## src/rtl/stack_pe_pkg.sv

```systemverilog
package stack_pe_pkg;
    localparam int VAL_W  = 32;
    localparam int OP_W   = 16;
    localparam int NODE_W = 16;
    localparam int PKT_W  = VAL_W + OP_W + 2 * NODE_W;

    typedef struct packed {
        logic [VAL_W-1:0]  val;
        logic [OP_W-1:0]   op;
        logic [NODE_W-1:0] src;
        logic [NODE_W-1:0] dst;
    } pkt_t;

    localparam logic [OP_W-1:0] OP_PUSH      = 16'h0001;
    localparam logic [OP_W-1:0] OP_POP       = 16'h0002;
    localparam logic [OP_W-1:0] OP_CLEAR     = 16'h0003;
    localparam logic [OP_W-1:0] OP_SUCCESS   = 16'h0100;
    localparam logic [OP_W-1:0] OP_ERR_EMPTY = 16'h0201;
    localparam logic [OP_W-1:0] OP_ERR_FULL  = 16'h0202;
endpackage

```

## src/rtl/stack_pe_store.sv

```systemverilog
module stack_pe_store #(
    parameter int DEPTH = 16,
    parameter int W     = 32,
    localparam int IDX_W = (DEPTH > 1) ? $clog2(DEPTH) : 1
) (
    input  logic             clk,
    input  logic             wr_en,
    input  logic [IDX_W-1:0] wr_idx,
    input  logic [W-1:0]     wr_val,
    input  logic [IDX_W-1:0] rd_idx,
    output logic [W-1:0]     rd_val
);
    logic [W-1:0] cells [DEPTH];

    always_ff @(posedge clk) begin
        if (wr_en) begin
            cells[wr_idx] <= wr_val;
        end
    end

    assign rd_val = cells[rd_idx];
endmodule

```

## src/rtl/stack_pe_ctrl.sv

```systemverilog
module stack_pe_ctrl
    import stack_pe_pkg::*;
#(
    parameter int                DEPTH     = 16,
    parameter logic [NODE_W-1:0] SELF_ADDR = 16'h0003,
    localparam int IDX_W = (DEPTH > 1) ? $clog2(DEPTH) : 1,
    localparam int CNT_W = $clog2(DEPTH + 1)
) (
    input  logic             clk,
    input  logic             rst_n,
    input  logic             in_valid,
    output logic             in_ready,
    input  pkt_t             req,
    output logic             out_valid,
    input  logic             out_ready,
    output pkt_t             rsp,
    output logic [CNT_W-1:0] depth,
    output logic             wr_en,
    output logic [IDX_W-1:0] wr_idx,
    output logic [VAL_W-1:0] wr_val,
    output logic [IDX_W-1:0] rd_idx,
    input  logic [VAL_W-1:0] rd_val
);
    typedef struct packed {
        logic             busy;
        pkt_t             pkt;
        logic [CNT_W-1:0] fill;
        logic [CNT_W-1:0] left;
    } ctl_t;

    ctl_t s_d, s_q;
    logic take, sent, full;

    always_comb begin
        s_d    = s_q;
        take   = in_valid && !s_q.busy;
        sent   = s_q.busy && out_ready;
        full   = (s_q.fill == CNT_W'(DEPTH));
        wr_en  = 1'b0;
        wr_idx = IDX_W'(s_q.fill);
        wr_val = req.val;
        rd_idx = IDX_W'(s_q.fill - CNT_W'(1));

        // stream the remaining pop replies, top first
        if (sent) begin
            if (s_q.left != '0) begin
                s_d.pkt.val = rd_val;
                s_d.fill    = s_q.fill - CNT_W'(1);
                s_d.left    = s_q.left - CNT_W'(1);
            end else begin
                s_d.busy = 1'b0;
            end
        end

        if (take) begin
            s_d.pkt.src = SELF_ADDR;
            s_d.pkt.dst = req.src;
            s_d.pkt.op  = OP_SUCCESS;
            s_d.pkt.val = req.val;
            s_d.left    = '0;
            case (req.op)
                OP_PUSH: begin
                    s_d.busy = 1'b1;
                    if (full) begin
                        s_d.pkt.op = OP_ERR_FULL;
                    end else begin
                        wr_en    = 1'b1;
                        s_d.fill = s_q.fill + CNT_W'(1);
                    end
                end
                OP_POP: begin
                    s_d.busy = 1'b1;
                    if (req.val > VAL_W'(s_q.fill)) begin
                        s_d.pkt.op = OP_ERR_EMPTY;
                    end else if (req.val != '0) begin
                        s_d.pkt.val = rd_val;
                        s_d.fill    = s_q.fill - CNT_W'(1);
                        s_d.left    = CNT_W'(req.val - VAL_W'(1));
                    end
                end
                OP_CLEAR: begin
                    s_d.busy    = 1'b1;
                    s_d.fill    = '0;
                    s_d.pkt.val = '0;
                end
                default: begin
                end
            endcase
        end
    end

    always_ff @(posedge clk) begin
        if (!rst_n) begin
            s_q <= '0;
        end else begin
            s_q <= s_d;
        end
    end

    assign in_ready  = !s_q.busy;
    assign out_valid = s_q.busy;
    assign rsp       = s_q.pkt;
    assign depth     = s_q.fill;
endmodule

```

## src/rtl/stack_pe.sv

```systemverilog
module stack_pe
    import stack_pe_pkg::*;
#(
    parameter int                DEPTH     = 16,
    parameter logic [NODE_W-1:0] SELF_ADDR = 16'h0003
) (
    input  logic             clk,
    input  logic             rst_n,
    input  logic             in_valid,
    output logic             in_ready,
    input  logic [PKT_W-1:0] in_pkt,
    output logic             out_valid,
    input  logic             out_ready,
    output logic [PKT_W-1:0] out_pkt
);
    localparam int IDX_W = (DEPTH > 1) ? $clog2(DEPTH) : 1;
    localparam int CNT_W = $clog2(DEPTH + 1);

    pkt_t             req, rsp;
    logic [CNT_W-1:0] depth;
    logic             wr_en;
    logic [IDX_W-1:0] wr_idx, rd_idx;
    logic [VAL_W-1:0] wr_val, rd_val;

    assign req     = pkt_t'(in_pkt);
    assign out_pkt = rsp;

    stack_pe_ctrl #(.DEPTH(DEPTH), .SELF_ADDR(SELF_ADDR)) u_ctrl (
        .clk(clk), .rst_n(rst_n),
        .in_valid(in_valid), .in_ready(in_ready), .req(req),
        .out_valid(out_valid), .out_ready(out_ready), .rsp(rsp),
        .depth(depth),
        .wr_en(wr_en), .wr_idx(wr_idx), .wr_val(wr_val),
        .rd_idx(rd_idx), .rd_val(rd_val)
    );

    stack_pe_store #(.DEPTH(DEPTH), .W(VAL_W)) u_store (
        .clk(clk), .wr_en(wr_en), .wr_idx(wr_idx), .wr_val(wr_val),
        .rd_idx(rd_idx), .rd_val(rd_val)
    );
endmodule

```

## config.mk

```make
export PLATFORM = sky130hd
export DESIGN_NAME = stack_pe
export DESIGN_NICKNAME = d
export VERILOG_FILES = /design/src/rtl/stack_pe_pkg.sv /design/src/rtl/stack_pe_store.sv /design/src/rtl/stack_pe_ctrl.sv /design/src/rtl/stack_pe.sv
export SDC_FILE = /design/constraint.sdc
export NUM_CORES = 1
export LEC_CHECK = 0
export CORE_MARGIN = 8
export CORE_UTILIZATION = 40
export CTS_BUF_LIST = sky130_fd_sc_hd__clkbuf_8
export DETAILED_ROUTE_END_ITERATION = 10
export PLACE_DENSITY_LB_ADDON = 0.1
export SLEW_MARGIN = 25
export SYNTH_ARGS = -nofsm -noshare
export SYNTH_HDL_FRONTEND = slang
export SYNTH_SLANG_ARGS = --single-unit
```

## constraint.sdc

```tcl
create_clock -name clk -period 6.6 [get_ports clk]
set_clock_uncertainty 0.2 [all_clocks]
set_input_delay 0.66 -clock clk [delete_from_list [all_inputs] [get_ports clk]]
set_output_delay 0.66 -clock clk [all_outputs]
set_load 0.1 [all_outputs]
```

==> reports/results.ini, run 1 <==
[grt]
grt_pass1_wl_mm = 85.4
grt_pass1_vias = 13000
antenna_found_initial = 0
track_usage = 0.171
grt.overflow.total = 0
grt_max_degree = 72

[die]
top_level_ports = 166
fp-row-count = 88
dieArea_sq_um = 66700
start_util = 0.406
dieWidth_um = 258
core_sq_um = 57800
fp.dieH_um = 258

[timing]
setup_viol = 0
final.setup.tns_ps = 0
rsz0062_at_grt = no
hold_viol_final = 0
tightest_slew_ps = 1040
fmax_mhz = 259
min_period_ps = 3870
maxSlewHeadroom = 0.305
finalMaxSlewViolations = 0
period_share = 0.586

[power]
p_int_mw = 5.72
seqPwrFrac = 0.528
total_leakage_power_nw = 8.64
combPwrFrac = 0.078
power_density_nw_per_um2 = 281
p_switching_mw = 1.85
p_clk_frac = 0.394
switching_share = 0.245
ir_drop_mv = 0.143

[setup_path]
worstPathRequired_ps = 6730
cp_common_cell = nand3_1
critPathLaunchType = register
slowest_delay_ps = 800
crit_fanout = 28
critPathArrivalTime_ps = 3990
cp-end-kind = register
crit_chain = inv_1, ha_4, nand3_1, nand3_1, nor2_1, nand2_1, nor2_4, buf_4
crit_type = register to register
cpMaxStageDelayCell = nor2_4

[synth]
async_flop_share = 0
synth_edf_count = 512
synth_seq_cells = 576
synth_area_per_cell_sq_um = 17.2
syn-instance-count = 1366
ys.flop_type = edfxtp_1
synth_top_area_share = 0.655
yosysWarnings = 0
yosysUniqueCellTypes = 61
synth.largest_area_cell = edfxtp_1
ys_seq_area_frac = 0.710
synthTopCellsByArea = edfxtp_1, mux4_2, dfxtp_1
netlist_area_sq_um = 23500

[cts]
post_cts_resized = 0
path_clk_slew_ps = 60
worstSkewPairLatency_ps = 670
post_cts_buffers = 0
htree_levels = 3
hold_buffers = 0
root_buffer = clkbuf_8
cts_tree = built
cts_made_buffers = 99
cts.sinks = 576
clk_path_buf_depth = 3

[cells_and_area]
drive_gt1_frac = 0.220
diodes = 0
multi_input_area_sq_um = 5960
final_util = 0.467
final_net_count = 1596
syn_to_final_growth_pct = 15.1
regArea_sq_um = 16700
fillCellCount = 5047

[min_path]
min_path_type = register to register

[drt]
ant_nets = 0
drt-total-wl_mm = 57.5
vias = 12300
drt_iter0_drc = 865
viasPerCell = 5.22
wl_per_cell_um = 24.5
drc = 0
dr.pass1.iters = 4

[status]
status = finished clean

[place]
gp_congestion = 0.723
hpwl_mm = 31.3
port_buffers = 123

[flow_run]
cap_viol_max_count = 0

## Yosys cell counts (11+ instances only)
cell,instances
o211ai_1,26
nor2_1,35
a22oi_1,13
mux4_2,128
a211oi_1,17
o21ai_0,14
o21ai_1,24
a21oi_1,41
a22oi_2,12
ha_1,11
dfxtp_1,64
nand2_1,191
nand3_1,31
inv_1,11
edfxtp_1,512
clkbuf_1,29
buf_4,88
buf_2,14
## worst max-delay path: cells and delay by family, from the launching register on
| kind | cells | cell delay (ps) |
|---|---|---|
| fa+ha+maj | 1 | 260 |
| simple gates | 5 | 1690 |
| flops | 1 | 690 |
| buf+inv | 2 | 650 |
## sequential cells by signal, indices dropped and copies added (netlist names)
register          count
u_store.cells       512
u_ctrl.rsp           53
u_ctrl.depth          5
u_ctrl.s_q            5
u_ctrl.out_valid      1
## kinds of logic (layout without fill, tap and decap cells)
| kind of cell | after synthesis | in the layout | share of synthesized area |
|---|---|---|---|
| adders and majority gates | 11 | 11 | 0.00587 |
| other | 1 | 26 | 0.000160 |
| muxes | 137 | 137 | 0.127 |
| buffers and inverters | 164 | 358 | 0.0470 |
| AOI/OAI and AO/OA | 163 | 163 | 0.0486 |
| and+or+nand+nor | 303 | 303 | 0.0576 |
| xor gates and xnor gates | 11 | 11 | 0.00411 |
| DFF | 576 | 576 | 0.710 |
## per-layer routing
metal	global-route usage	part of all wire
met5	0	0
met4	0.0483	0.016
met3	0.0297	0.041
met2	0.287	0.50
met1	0.227	0.44
## power groups by stage
stage	logic [mW]	clock network (mW)	registers, mW
6_report	0.591	2.98	4.00
2_1_floorplan	0.453	0	4.07
3_3_place_gp	0.595	0	4.08
3_5_place_dp	0.598	0	4.08
4_1_cts	0.599	3.08	4.00
5_1_grt	0.628	3.23	4.00
## per-stage QoR
| step | hold slack, ps | worst slack [ps] | area [sq um] | cells | power (mW) |
|---|---|---|---|---|---|
| finish | 252 | 2730 | 27000 | 2350 | 7.58 |
| floorplan | 237 | 1550 | 23600 | 1391 | 4.52 |
| global route | 273 | 2440 | 27000 | 2350 | 7.86 |
| global placement | 242 | 1990 | 25200 | 2165 | 4.67 |
| detailed placement | 246 | 1990 | 25200 | 2165 | 4.67 |
| CTS | 254 | 2610 | 27000 | 2350 | 7.69 |
## path summary, 6_finish.rpt
| check | depth (start not counted) | start | slack, ps | end |
|---|---|---|---|---|
| worst max-delay path | 8 | u_ctrl.depth[0] | 2730 | u_store.cells[12][17] |
| worst max register to register | 8 | u_ctrl.depth[0] | 2730 | u_store.cells[12][17] |
| worst min register to register | 2 | u_ctrl.rsp[14] | 250 | u_ctrl.rsp[14] |
| worst min-delay path | 2 | u_ctrl.rsp[14] | 250 | u_ctrl.rsp[14] |
## final cells by class
class	instances	area share
sequential	576	0.617
multi-input combinational	651	0.221
clock buffer	109	0.0556
timing repair buffer	161	0.0566
clock inverter	76	0.0130
tap	765	0.0354
inverter	12	0.00167
## cell usage in the layout, fill, tap and decap left out, drive strengths merged, types with 2 or more instances in the layout
cell type,count
nor4,10
o21ai,38
nand3,32
and3,2
a22oi,25
nor3,12
conb,26
ha,11
a21oi,41
clkinv,40
nor2,36
a211oi,17
o22ai,2
xnor2,7
o31ai,3
clkdlybuf4s50,123
dfxtp,64
inv,45
xor2,4
clkbuf,109
nand2,191
buf,38
and2b,3
or3,2
edfxtp,512
o211ai,26
mux4,128
and2,2
mux2i,8
clkinvlp,2
nor2b,9
No activity file was read; power rests on OpenSTA's default activity.
==> run 2: changes to the inputs <==
==> constraint.sdc (replaced) <==
create_clock -name clk -period 3.3 [get_ports clk]
set_clock_uncertainty 0.2 [all_clocks]
set_input_delay 0.33 -clock clk [delete_from_list [all_inputs] [get_ports clk]]
set_output_delay 0.33 -clock clk [all_outputs]
set_load 0.1 [all_outputs]
==> run 2 against run 1 <==
Against the previous run:
- maximum frequency is 44% higher
- sequential power is 100% higher
- routed wire length grew 1.8%
- critical endpoint is now u_ctrl.rsp[48]
- final cell count is 3.5% higher
- non-clock buffer count is 84 higher
- hold slack lost 69 ps
- sequential share of layout area down 2.3 points
==> reports/results.ini, run 2 (synthesized netlist as in run 1, its figures left out) <==
[cts]
clk_path_buf_depth = 3
worstSkewPairLatency_ps = 660
cts_made_buffers = 97
cts_tree = built
post_cts_buffers = 0
htree_levels = 3
cts.sinks = 576
path_clk_slew_ps = 60
root_buffer = clkbuf_8

[setup_path]
reg2reg_depth = 9
crit_start = u_ctrl.depth[0]
crit_type = register to register
critPathArrivalTime_ps = 3020
crit_end = u_ctrl.rsp[48]
cp-end-kind = register
crit_chain = inv_1, ha_4, buf_12, buf_4, mux4_2, nand2_1, nand3_1, o211ai_1, o21ai_0
critPathLaunchType = register
r2r-start = u_ctrl.depth[0]
r2r-end = u_ctrl.rsp[48]
worstPathRequired_ps = 3640
cpMaxStageDelayCell = ha_4
slowest_delay_ps = 510
crit_fanout = 18
ff2ff_setup_slack_ps = 610

[place]
postPlaceCellArea_sq_um = 26000
hpwl_mm = 33.3
dp.cells = 2233
port_buffers = 123
gp_congestion = 0.717
place_worst_setup_slack_ps = 115

[status]
status = finished clean

[cells_and_area]
largest_reg_flops = 512
final_net_count = 1678
top_register = u_store.cells
final_area_sq_um = 28100
layout_commonest_cell = edfxtp_1
syn_to_final_growth_pct = 19.6
drive_gt1_frac = 0.273
final_cell_mix = edfxtp_1, nand2_1, mux4_2
fin_cells = 2432
final_util = 0.486

[grt]
grt.overflow.total = 0
antenna_found_initial = 0
track_usage = 0.174
grt_pass1_wl_mm = 86.6
grt_max_degree = 58
grt_pass1_vias = 13400

[drt]
drt-total-wl_mm = 58.5
ant_nets = 0
met1_length_mm = 26.8
wl_per_cell_um = 24.1
viasPerCell = 5.20
drt_iter0_drc = 898
dr_wl_met3_mm = 2.72
dr.pass1.iters = 7
drc = 0
vias = 12600
highest_layer = met4
met2_length_mm = 27.7

[die]
fp-row-count = 88
top_level_ports = 166
dieWidth_um = 258
dieArea_sq_um = 66700
start_util = 0.406
core_sq_um = 57800
fp.dieH_um = 258

[timing]
min_period_ps = 2690
setup_viol = 0
period_share = 0.814
rsz0062_at_grt = no
maxSlewHeadroom = 0.321
finalMaxSlewViolations = 0
fmax_mhz = 372
tightest_slew_ps = 1020
whs_ps = 182
hold_viol_final = 0
final.setup.tns_ps = 0
setup_slack_ps = 614

[min_path]
min_path_type = input port to register
holdPathStages = 4

[power]
total_power_mw = 15.4
power_density_nw_per_um2 = 547
total_leakage_power_nw = 9.25
ir_drop_mv = 0.303

[flow_run]
cap_viol_max_count = 0

-- run 2: cell count changes in the layout (fill, tap and decap cells not counted), sizes merged --
cell           delta
bufinv            +1
dlygate4sd3      +16
clkdlybuf4s50    -34
buf             +102
clkbuf            +2
diode             +1
inv               +4
clkinv           -10
-- run 2: how the worst min path moves through the flow --
stage | start | to | slack [ps]
detailed placement | u_ctrl.rsp[8] | u_ctrl.rsp[8] | 250
finish | out_ready | u_ctrl.out_valid | 180
global placement | u_ctrl.rsp[8] | u_ctrl.rsp[8] | 240
floorplan | in_pkt[48] | u_store.cells[0][0] | 230
global route | out_ready | u_ctrl.out_valid | 160
CTS | out_ready | u_ctrl.out_valid | 100
-- run 2: layer usage --
| metal | vias up | global-route usage |
|---|---|---|
| met5 | - | 0 |
| li1 | 5695 | - |
| met3 | 87 | 0.0298 |
| met2 | 335 | 0.276 |
| met1 | 6525 | 0.242 |
| met4 | 0 | 0.0614 |
-- run 2: layout make-up --
class	count	area, sq um
inverter	12	48.8
sequential	576	16700
timing repair buffer	245	2490
tap	765	957
clock inverter	71	352
fill	4963	29700
antenna	1	2.50
clock buffer	111	1530
multi-input combinational	651	6030
-- run 2: worst max-delay path, delay by kind of cell (launching register included) --
kind	cells	cell delay, ps
compound gates	2	210
buf+inv	3	630
simple gates	2	180
flops	1	500
mux	1	340
fa+ha+maj	1	510
-- run 2: where the power goes --
part | switching, mW | total (mW) | internal [mW]
combinational | 0.849 | 1.27 | 0.420
sequential | 0.0297 | 7.99 | 7.96
clock | 2.87 | 6.09 | 3.23
-- run 2: timing repair --
item,in CTS,in global routing
endpoints found under the hold margin,16,0
resized for setup,0,0
hold buffers,16,0
==> run 3: changes to the inputs <==
==> constraint.sdc (replaced) <==
create_clock -name clk -period 2.4 [get_ports clk]
set_clock_uncertainty 0.2 [all_clocks]
set_input_delay 0.24 -clock clk [delete_from_list [all_inputs] [get_ports clk]]
set_output_delay 0.24 -clock clk [all_outputs]
set_load 0.1 [all_outputs]
==> run 3 against run 2 <==
Against the previous run:
- register-to-register slack got worse by 580 ps
- clock power increased by 38%
- final cell count rose by 4.2%
- count of clock-buffer cells in the layout decreased by 3
- sequential cell count is the same
- largest cell class unchanged
- largest power group unchanged
- highest routed layer unchanged
==> reports/results.ini, run 3 (synthesized netlist as in run 1, its figures left out) <==
[status]
status = finished clean

[cts]
htree_levels = 3
cts.sinks = 576
root_buffer = clkbuf_8
cts_made_buffers = 95
path_clk_slew_ps = 60
clk_path_buf_depth = 3
worstSkewPairLatency_ps = 670
cts_tree = built

[timing]
setup_viol = 0
fmax_mhz = 419
rsz0062_at_grt = yes
finalMaxSlewViolations = 0
min_period_ps = 2390
period_share = 0.995
final.setup.tns_ps = 0
hold_viol_final = 0

[setup_path]
r2r-start = u_ctrl.depth[1]
ff2ff_setup_slack_ps = 30
cp-end-kind = register
critPathArrivalTime_ps = 2780
critPathLaunchType = input port
r2r-end = u_ctrl.depth[2]
worstPathRequired_ps = 2790
reg2reg_depth = 10
crit_type = input port to register
crit_fanout = 5

[cells_and_area]
drive_gt1_frac = 0.352
final_area_sq_um = 29800
fillCellCount = 4799
regArea_sq_um = 16700
final_cell_mix = edfxtp_1, nand2_1, buf_4
layout_commonest_cell = edfxtp_1
top_register = u_store.cells
syn_to_final_growth_pct = 26.9
largest_reg_flops = 512
final_util = 0.515
final_net_count = 1783
multi_input_area_sq_um = 6230

[die]
fp.dieH_um = 258
core_sq_um = 57800
fp-row-count = 88
dieArea_sq_um = 66700
top_level_ports = 166
dieWidth_um = 258
start_util = 0.406

[drt]
dr.pass1.iters = 5
drc = 0
drt_iter0_drc = 918
drt-total-wl_mm = 62.2
ant_nets = 0
viasPerCell = 5.24
vias = 13300
wl_per_cell_um = 24.5

[grt]
grt_use_met1 = 0.240
antenna_found_initial = 2
grt_pass1_wl_mm = 90.8
grt.overflow.total = 0
grt_most_used_layer = met2
grt_max_degree = 42
grt_use_met2 = 0.306
grt_pass1_vias = 14000
grt_use_met3 = 0.0298
track_usage = 0.182

[flow_run]
cap_viol_max_count = 0

[min_path]
holdPathStages = 1
min_path_type = input port to register
hp-start = in_pkt[75]
hold_end = u_store.cells[9][27]

[power]
power_density_nw_per_um2 = 718
total_leakage_power_nw = 10.1
ir_drop_mv = 0.440

[place]
gp_congestion = 0.754
postPlaceCellArea_sq_um = 27100
hpwl_mm = 37.4
port_buffers = 123

## run 3: metal layers
| metal | vias up | wire length [um] |
|---|---|---|
| li1 | 5910 | - |
| met1 | 6937 | 26800 |
| met2 | 352 | 31200 |
| met3 | 90 | 2730 |
| met4 | 0 | 1450 |
| met5 | - | 0 |
## run 3: final cells by class
| class | instances | share of cell area |
|---|---|---|
| repair buffers | 352 | 0.134 |
| flip-flops and latches | 576 | 0.559 |
| diodes | 1 | 0.0000840 |
| multi-input cells | 651 | 0.209 |
| inverters | 12 | 0.00181 |
| well taps | 765 | 0.0321 |
| clock inverters | 69 | 0.0132 |
| clock buffers | 108 | 0.0499 |
## run 3: worst max-delay path by stage
| stage | endpoint | cells after the start | startpoint | slack, ps |
|---|---|---|---|---|
| 2_1_floorplan | u_store.cells[0][0] | 11 | u_ctrl.depth[0] | -640 |
| 5_1_grt | u_ctrl.rsp[72] | 11 | u_ctrl.depth[1] | -40 |
| 3_5_place_dp | u_ctrl.rsp[71] | 13 | in_pkt[56] | -690 |
| 3_3_place_gp | u_ctrl.rsp[49] | 13 | in_pkt[56] | -730 |
| 4_1_cts | u_ctrl.rsp[63] | 11 | u_ctrl.depth[1] | 5 |
| 6_report | u_ctrl.rsp[74] | 14 | in_pkt[65] | 10 |
## run 3: power by group
group          internal (mW)  switching [mW]
Clock                   4.55            3.89
Sequential              10.9          0.0411
Combinational          0.731            1.25
## run 3: timing repair
item | CTS | global route
setup endpoints to repair | 23 | 72
hold buffers | 16 | 0
buffers inserted | 12 | 10
gates resized for setup | 13 | 42
cloned | 3 | 7
hold endpoints to repair | 16 | 0
pin swaps | 8 | 23
## run 3: metrics by stage
stage,worst slack [ps],instances,power [mW],hold slack [ps]
after CTS,4.80,2519,21.6,6.31
after global placement,-727,2311,13.0,244
after detailed placement,-692,2311,13.1,249
after global routing,-41.1,2534,22.2,51.8
final,13.1,2534,21.4,81.5
after floorplan,-643,1391,12.4,139
## run 3: critical path: stages
cell and delay [ps]:
clkdlybuf4s50_1 430, nor4_1 280, buf_4 170, nand3_1 190, buf_4 220, nor3_4 140, buf_4 170, a41oi_4 130
buf_4 170, buf_12 130, buf_12 120, a211oi_1 170, a21oi_1 60, a21oi_1 150
